### config.mk
export PLATFORM = sky130hd
export DESIGN_NAME = irq_resp_seq
export DESIGN_NICKNAME = d
export VERILOG_FILES = /design/src/rtl/irq_seq_pkg.sv /design/src/rtl/irq_seq_ctrl.sv /design/src/rtl/irq_seq_dp.sv /design/src/rtl/irq_resp_seq.sv
export SDC_FILE = /design/constraint.sdc
export NUM_CORES = 1
export LEC_CHECK = 0
export CAP_MARGIN = 40
export CORE_ASPECT_RATIO = 0.6
export CORE_MARGIN = 3
export CORE_UTILIZATION = 46
export CTS_BUF_LIST = sky130_fd_sc_hd__clkbuf_8 sky130_fd_sc_hd__clkbuf_16
export DETAILED_ROUTE_END_ITERATION = 7
export PLACE_DENSITY = 0.83
export SYNTH_ARGS = -nofsm -noshare
export SYNTH_HDL_FRONTEND = slang
export SYNTH_HIERARCHICAL = 1
export SYNTH_SLANG_ARGS = --single-unit
### constraint.sdc
create_clock -name clk -period 3.1 [get_ports clk]
set_clock_uncertainty 0.1 [all_clocks]
set_input_delay 0.465 -clock clk [delete_from_list [all_inputs] [get_ports clk]]
set_output_delay 0.465 -clock clk [all_outputs]
set_load 0.01 [all_outputs]
### src/rtl/irq_seq_pkg.sv
package irq_seq_pkg;
  localparam int IDLE_A = 5;
  localparam int PUSH_F = 4;
  localparam int IDLE_B = 5;
  localparam int PUSH_C = 4;
  localparam int PUSH_I = 4;
  localparam int IDLE_C = 4;
  localparam int READ_I = 4;
  localparam int IDLE_D = 3;
  localparam int READ_C = 4;
  localparam int IDLE_E = 5;

  localparam int T_PF  = IDLE_A;
  localparam int T_PC  = T_PF + PUSH_F + IDLE_B;
  localparam int T_PI  = T_PC + PUSH_C;
  localparam int T_RI  = T_PI + PUSH_I + IDLE_C;
  localparam int T_RC  = T_RI + READ_I + IDLE_D;
  localparam int T_END = T_RC + READ_C + IDLE_E;
  localparam int CNT_W = $clog2(T_END + 1);

  typedef enum logic [1:0] {SEL_FLAGS = 2'd0, SEL_CS = 2'd1, SEL_IP = 2'd2} push_sel_e;

  typedef struct packed {
    logic      spDec;
    logic      pushStb;
    push_sel_e pushSel;
    logic      readStb;
    logic      readHi;
    logic      capIp;
    logic      capCs;
    logic      done;
  } strobe_t;
endpackage

### src/rtl/irq_seq_ctrl.sv
module irq_seq_ctrl
  import irq_seq_pkg::*;
(
  input  logic    clk,
  input  logic    rstN,
  input  logic    acceptValid,
  output logic    busy,
  output logic    start,
  output strobe_t stb
);
  localparam logic [CNT_W-1:0] LAST = CNT_W'(T_END - 1);

  logic [CNT_W-1:0] cnt;

  assign start = acceptValid && !busy;

  always_ff @(posedge clk or negedge rstN) begin
    if (!rstN) begin
      busy <= 1'b0;
      cnt  <= '0;
    end else if (start) begin
      busy <= 1'b1;
      cnt  <= '0;
    end else if (busy) begin
      if (cnt == LAST) begin
        busy <= 1'b0;
        cnt  <= '0;
      end else begin
        cnt <= cnt + 1'b1;
      end
    end
  end

  function automatic logic at(input logic [CNT_W-1:0] c, input int t);
    return c == CNT_W'(t);
  endfunction

  always_comb begin
    stb.spDec   = busy && (at(cnt, T_PF - 1) || at(cnt, T_PC - 1) || at(cnt, T_PI - 1));
    stb.pushStb = busy && (at(cnt, T_PF) || at(cnt, T_PC) || at(cnt, T_PI));
    if (at(cnt, T_PF))      stb.pushSel = SEL_FLAGS;
    else if (at(cnt, T_PC)) stb.pushSel = SEL_CS;
    else                    stb.pushSel = SEL_IP;
    stb.readStb = busy && (at(cnt, T_RI) || at(cnt, T_RC));
    stb.readHi  = busy && (cnt >= CNT_W'(T_RI + READ_I));
    stb.capIp   = busy && at(cnt, T_RI + READ_I - 1);
    stb.capCs   = busy && at(cnt, T_RC + READ_C - 1);
    stb.done    = busy && (cnt == LAST);
  end

  a_r2_busy_hold: assert property (@(posedge clk) disable iff (!rstN)
    busy && !stb.done |=> busy);
  a_r3_done_ends: assert property (@(posedge clk) disable iff (!rstN)
    stb.done |=> !busy);
  a_r7_ignore_accept: assert property (@(posedge clk) disable iff (!rstN)
    busy && acceptValid && !stb.done |=> cnt == $past(cnt) + 1'b1);
  a_r9_one_strobe: assert property (@(posedge clk) disable iff (!rstN)
    $onehot0({stb.pushStb, stb.readStb, stb.done}));
endmodule

### src/rtl/irq_seq_dp.sv
module irq_seq_dp
  import irq_seq_pkg::*;
#(
  parameter int DW = 16,
  parameter int VW = 8,
  localparam int AW = VW + 2
)(
  input  logic          clk,
  input  logic          rstN,
  input  logic          start,
  input  strobe_t       stb,
  input  logic [VW-1:0] vectorNum,
  input  logic [DW-1:0] curFlags,
  input  logic [DW-1:0] curCs,
  input  logic [DW-1:0] curIp,
  input  logic [DW-1:0] curSp,
  input  logic [DW-1:0] readData,
  output logic          pushReq,
  output logic [DW-1:0] pushAddr,
  output logic [DW-1:0] pushData,
  output logic          readReq,
  output logic [AW-1:0] readAddr,
  output logic          fetchStart,
  output logic [DW-1:0] newCs,
  output logic [DW-1:0] newIp
);
  logic [DW-1:0] flagsR, csR, ipR, spR;
  logic [VW-1:0] vecR;

  always_ff @(posedge clk or negedge rstN) begin
    if (!rstN) begin
      flagsR <= '0;
      csR    <= '0;
      ipR    <= '0;
      spR    <= '0;
      vecR   <= '0;
    end else if (start) begin
      flagsR <= curFlags;
      csR    <= curCs;
      ipR    <= curIp;
      spR    <= curSp;
      vecR   <= vectorNum;
    end else if (stb.spDec) begin
      spR <= spR - DW'(2);
    end
  end

  always_ff @(posedge clk or negedge rstN) begin
    if (!rstN) begin
      newIp      <= '0;
      newCs      <= '0;
      fetchStart <= 1'b0;
    end else begin
      if (stb.capIp) newIp <= readData;
      if (stb.capCs) newCs <= readData;
      fetchStart <= stb.done;
    end
  end

  always_comb begin
    case (stb.pushSel)
      SEL_FLAGS: pushData = flagsR;
      SEL_CS:    pushData = csR;
      default:   pushData = ipR;
    endcase
  end

  assign pushReq  = stb.pushStb;
  assign pushAddr = spR;
  assign readReq  = stb.readStb;
  assign readAddr = {vecR, stb.readHi, 1'b0};

  a_r3_fetch_pulse: assert property (@(posedge clk) disable iff (!rstN)
    fetchStart |=> !fetchStart);
  a_r6_vector_held: assert property (@(posedge clk) disable iff (!rstN)
    stb.capIp |=> $stable(readAddr[AW-1:2]));
  a_r3_fetch_without_push: assert property (@(posedge clk) disable iff (!rstN)
    fetchStart |-> !pushReq && !readReq);
endmodule

### src/rtl/irq_resp_seq.sv
module irq_resp_seq
  import irq_seq_pkg::*;
#(
  parameter int DW = 16,
  parameter int VW = 8,
  localparam int AW = VW + 2
)(
  input  logic          clk,
  input  logic          rstN,
  input  logic          acceptValid,
  input  logic [VW-1:0] vectorNum,
  input  logic [DW-1:0] curFlags,
  input  logic [DW-1:0] curCs,
  input  logic [DW-1:0] curIp,
  input  logic [DW-1:0] curSp,
  output logic          busy,
  output logic          pushReq,
  output logic [DW-1:0] pushAddr,
  output logic [DW-1:0] pushData,
  output logic          readReq,
  output logic [AW-1:0] readAddr,
  input  logic [DW-1:0] readData,
  output logic          fetchStart,
  output logic [DW-1:0] newCs,
  output logic [DW-1:0] newIp
);
  logic    start;
  strobe_t stb;

  irq_seq_ctrl u_ctrl (
    .clk(clk), .rstN(rstN), .acceptValid(acceptValid),
    .busy(busy), .start(start), .stb(stb)
  );

  irq_seq_dp #(.DW(DW), .VW(VW)) u_dp (
    .clk(clk), .rstN(rstN), .start(start), .stb(stb),
    .vectorNum(vectorNum), .curFlags(curFlags), .curCs(curCs),
    .curIp(curIp), .curSp(curSp), .readData(readData),
    .pushReq(pushReq), .pushAddr(pushAddr), .pushData(pushData),
    .readReq(readReq), .readAddr(readAddr), .fetchStart(fetchStart),
    .newCs(newCs), .newIp(newIp)
  );
endmodule

==> flow_summary.toml <==
[critical_path]
critical_path_class = "flop to output port"
worstPathRequired_ns = 2.53
critPathLaunchType = "flop"
worstPathMaxFanout = 19
arrival_ns = 2.35
endpoint_kind = "output port"

[timing]
tns_ns = 0
fin_crit_sh_pct = 93.9
grt_setup_unrepaired = "no"
worst_slack_ns = 0.188
max-slew-margin-rel_pct = 44.4
final_hold_viol_count = 0
finalSetupViolCount = 0
period_needed_ns = 2.91
fmax_mhz = 343
worstMarginPinSlew_ns = 0.835
slew_viol_final = 0

[global_route]
gr-usage-all-layers_pct = 20.3
grt_pass1_wl_um = 19900
antenna_found_initial = 0
overflow = 0
grt_start_max_net_pins = 113
grt_pass1_vias = 3980

[yosys]
synth_top_family_by_area = "multiplexers"
netlist_area_um2 = 5090
ys_seq_elements = 112
synth_area_per_cell_um2 = 12.4
yosys_warnings = 6
synth_simple_gate_area_share_pct = 9.95
yosysUniqueCellTypes = 42
synth_xor_xnor_area_share_pct = 2.24
synthCells = 411
synth_seq_area_share_pct = 55.0
synthMuxAreaShare_pct = 23.4
synth-compound-area-share_pct = 4.86
synth_fa_ha_area_share_pct = 1.23
synth_fp_nets = 507

[outcome]
status = "complete, no violations"

[routing]
ant_nets = 0
drc = 0
drt_iter0_drc = 204
wl_per_cell_um = 17.4
firstDrtPassIters = 4
wirelength_um = 12400
via_per_inst = 5.21
dr_total_vias = 3714

[floorplan]
start_util_pct = 47.7
pin_count = 169
dieHeight_um = 87.5
row_count = 29
die_w_um = 142
core_um2 = 10700
die-area_um2 = 12400

[cts]
clock_path_buffers = 2
clk_latency_ns = 0.34
ctsHoldBuffers = 0
htreeDepth = 3
cts_tree = "done"
cts_made_buffers = 9
root_buffer = "clkbuf_16"
path_clk_slew_ns = 0.07
clock-sinks = 112

[power_and_ir_drop]
vdd_drop_max_mv = 0.363
swShare_pct = 26.2
pwr-share-comb_pct = 22.7
leakagePower_nw = 2.95
p_switching_mw = 1.02
p_int_mw = 2.88
power_density_nw_per_um2 = 540
total_power_mw = 3.90
seqPwrFrac_pct = 46.1
clkPwrFrac_pct = 31.2

[finish]
antennaDiodeCount = 0
instances_no_fill = 713
nets = 665
finalCoreUtilization_pct = 67.7
fillers = 789
drive_above_1_share_pct = 22.3
syn_to_final_growth_pct = 41.9

[placed_design]
hpwlAfterDp_um = 9050
dp_cells = 697
io_buffer_count = 167
place_congestion = 0.855
place_ws_ns = 0.196

[job]
maxCapViolCount = 0

[min_path]
hold_class = "primary input to asynchronous set/reset pin"
## power groups by stage
stage               Clock (mW)  Sequential (mW)  Combinational (mW)
floorplan                    0             1.82               0.406
global placement             0             1.81               0.894
detailed placement           0             1.83               0.922
CTS                       1.26             1.80               0.902
global route              1.32             1.83               0.964
finish                    1.22             1.80               0.887
## cell type report
| cell class | instances | area (µm²) | share of cell area (%) |
|---|---|---|---|
| inverter | 5 | 18.8 | 0.260 |
| clock buffer | 9 | 225 | 3.12 |
| clock inverter | 7 | 95.1 | 1.32 |
| timing repair buffer | 177 | 1760 | 24.4 |
| sequential | 112 | 2800 | 38.8 |
| tap | 139 | 174 | 2.41 |
| multi-input combinational | 264 | 2140 | 29.7 |
## worst max-delay path, stage by stage (launching register included)
cell and delay (ns):
dfrtp_2 0.45, inv_1 0.12, ha_2 0.24, mux2i_1 0.11
or3_1 0.36, buf_4 0.21, o21ai_0 0.22, dlygate4sd2_1 0.30
## state kept, by name (all words and copies together), names as in the netlist, 6 cells and up
signal         count
u_dp/flagsR       16
u_dp/csR          16
u_dp/ipR          16
u_ctrl/cnt         6
u_dp/newCs        16
u_dp/vecR          8
u_dp/newIp        16
u_dp/pushAddr     16
## kinds of logic (layout without fill, tap and decap cells)
| kind of cell | count (synthesis) | in the layout |
|---|---|---|
| adder cells (fa/ha/maj) | 5 | 5 |
| XOR/XNOR | 13 | 13 |
| flip-flops | 112 | 112 |
| buffers and inverters | 35 | 198 |
| AO/OA/AOI/OAI | 46 | 46 |
| AND/OR/NAND/NOR | 91 | 91 |
| other | 1 | 1 |
| multiplexers | 108 | 108 |
## metrics by stage
stage | area [µm²] | hold slack (ns)
6_report | 7220 | 0.0932
4_1_cts | 7210 | 0.127
5_1_grt | 7220 | 0.127
3_5_place_dp | 6900 | 0.394
3_3_place_gp | 6900 | 0.389
2_1_floorplan | 5090 | 0.0694
## routing by layer
metal  track usage, %  part of all wire [%]  wire length (µm)
met1             25.1                    43              5350
met2             31.9                    44              5500
met3             9.82                    11              1340
met4             6.36                   1.6               200
met5                0                     0                 0
## synth_stat cells, drive strengths merged
| cell | instances | area [µm²] |
|---|---|---|
| dfrtp | 112 | 2800 |
| mux2 | 90 | 1010 |
| nand2 | 38 | 143 |
| o21ai | 37 | 185 |
| clkbuf | 18 | 67.6 |
| mux2i | 18 | 180 |
| buf | 12 | 75.1 |
| nor2 | 10 | 37.5 |
| xnor2 | 9 | 78.8 |
| nor3 | 6 | 35.0 |
| ha | 5 | 62.6 |
| inv | 5 | 18.8 |
| nand2b | 5 | 38.8 |
| nand3 | 5 | 25.0 |
| a21oi | 4 | 20.0 |
| nand4b | 4 | 35.0 |
| nor2b | 4 | 25.0 |
| or3 | 4 | 25.0 |
| xor2 | 4 | 35.0 |
| nor4 | 3 | 37.5 |
| a32oi | 2 | 17.5 |
| and3 | 2 | 12.5 |
| and2 | 1 | 6.26 |
| and3b | 1 | 8.76 |
| conb | 1 | 3.75 |
| nand3b | 1 | 7.51 |
| nand4 | 1 | 6.26 |
| nor3b | 1 | 7.51 |
| nor4b | 1 | 15.0 |
| o21a | 1 | 7.51 |
| o31ai | 1 | 7.51 |
| o32a | 1 | 10.0 |
| or3b | 1 | 8.76 |
| or4 | 1 | 7.51 |
| or4b | 1 | 10.0 |
| or4bb | 1 | 15.0 |
## timing repair
| action | CTS | global route |
|---|---|---|
| endpoints found under the setup margin | 16 | 4 |
| resized for setup | 16 | 4 |
| cloned | 0 | 0 |
| buffers inserted | 0 | 0 |
## final timing paths
check | start | endpoint | slack (ns) | cells past startpoint
worst min register to register | u_dp/flagsR[14] | u_dp/flagsR[14] | 0.41 | 1
worst max-delay path | u_ctrl/cnt[0] | pushData[7] | 0.19 | 7
max in group asynchronous | rstN | u_ctrl/cnt[0] | 2.34 | 2
worst min-delay path | rstN | u_dp/csR[9] | 0.09 | 2
worst max register to register | u_ctrl/cnt[2] | u_dp/pushAddr[14] | 0.35 | 7
min in group clk | u_dp/flagsR[14] | u_dp/flagsR[14] | 0.41 | 1
## placed cells by master (no fill, tap or decap), types with 6 or more instances in the layout
cell / n
clkdlybuf4s50_1: 150
dfrtp_1: 111
mux2_2: 90
nand2_1: 38
o21ai_0: 33
mux2i_1: 18
dlygate4sd2_1: 12
clkbuf_16: 9
buf_4: 9
nor2_1: 9
xnor2_1: 9
inv_1: 6
Note: power is estimated with default switching activity, not from simulation.
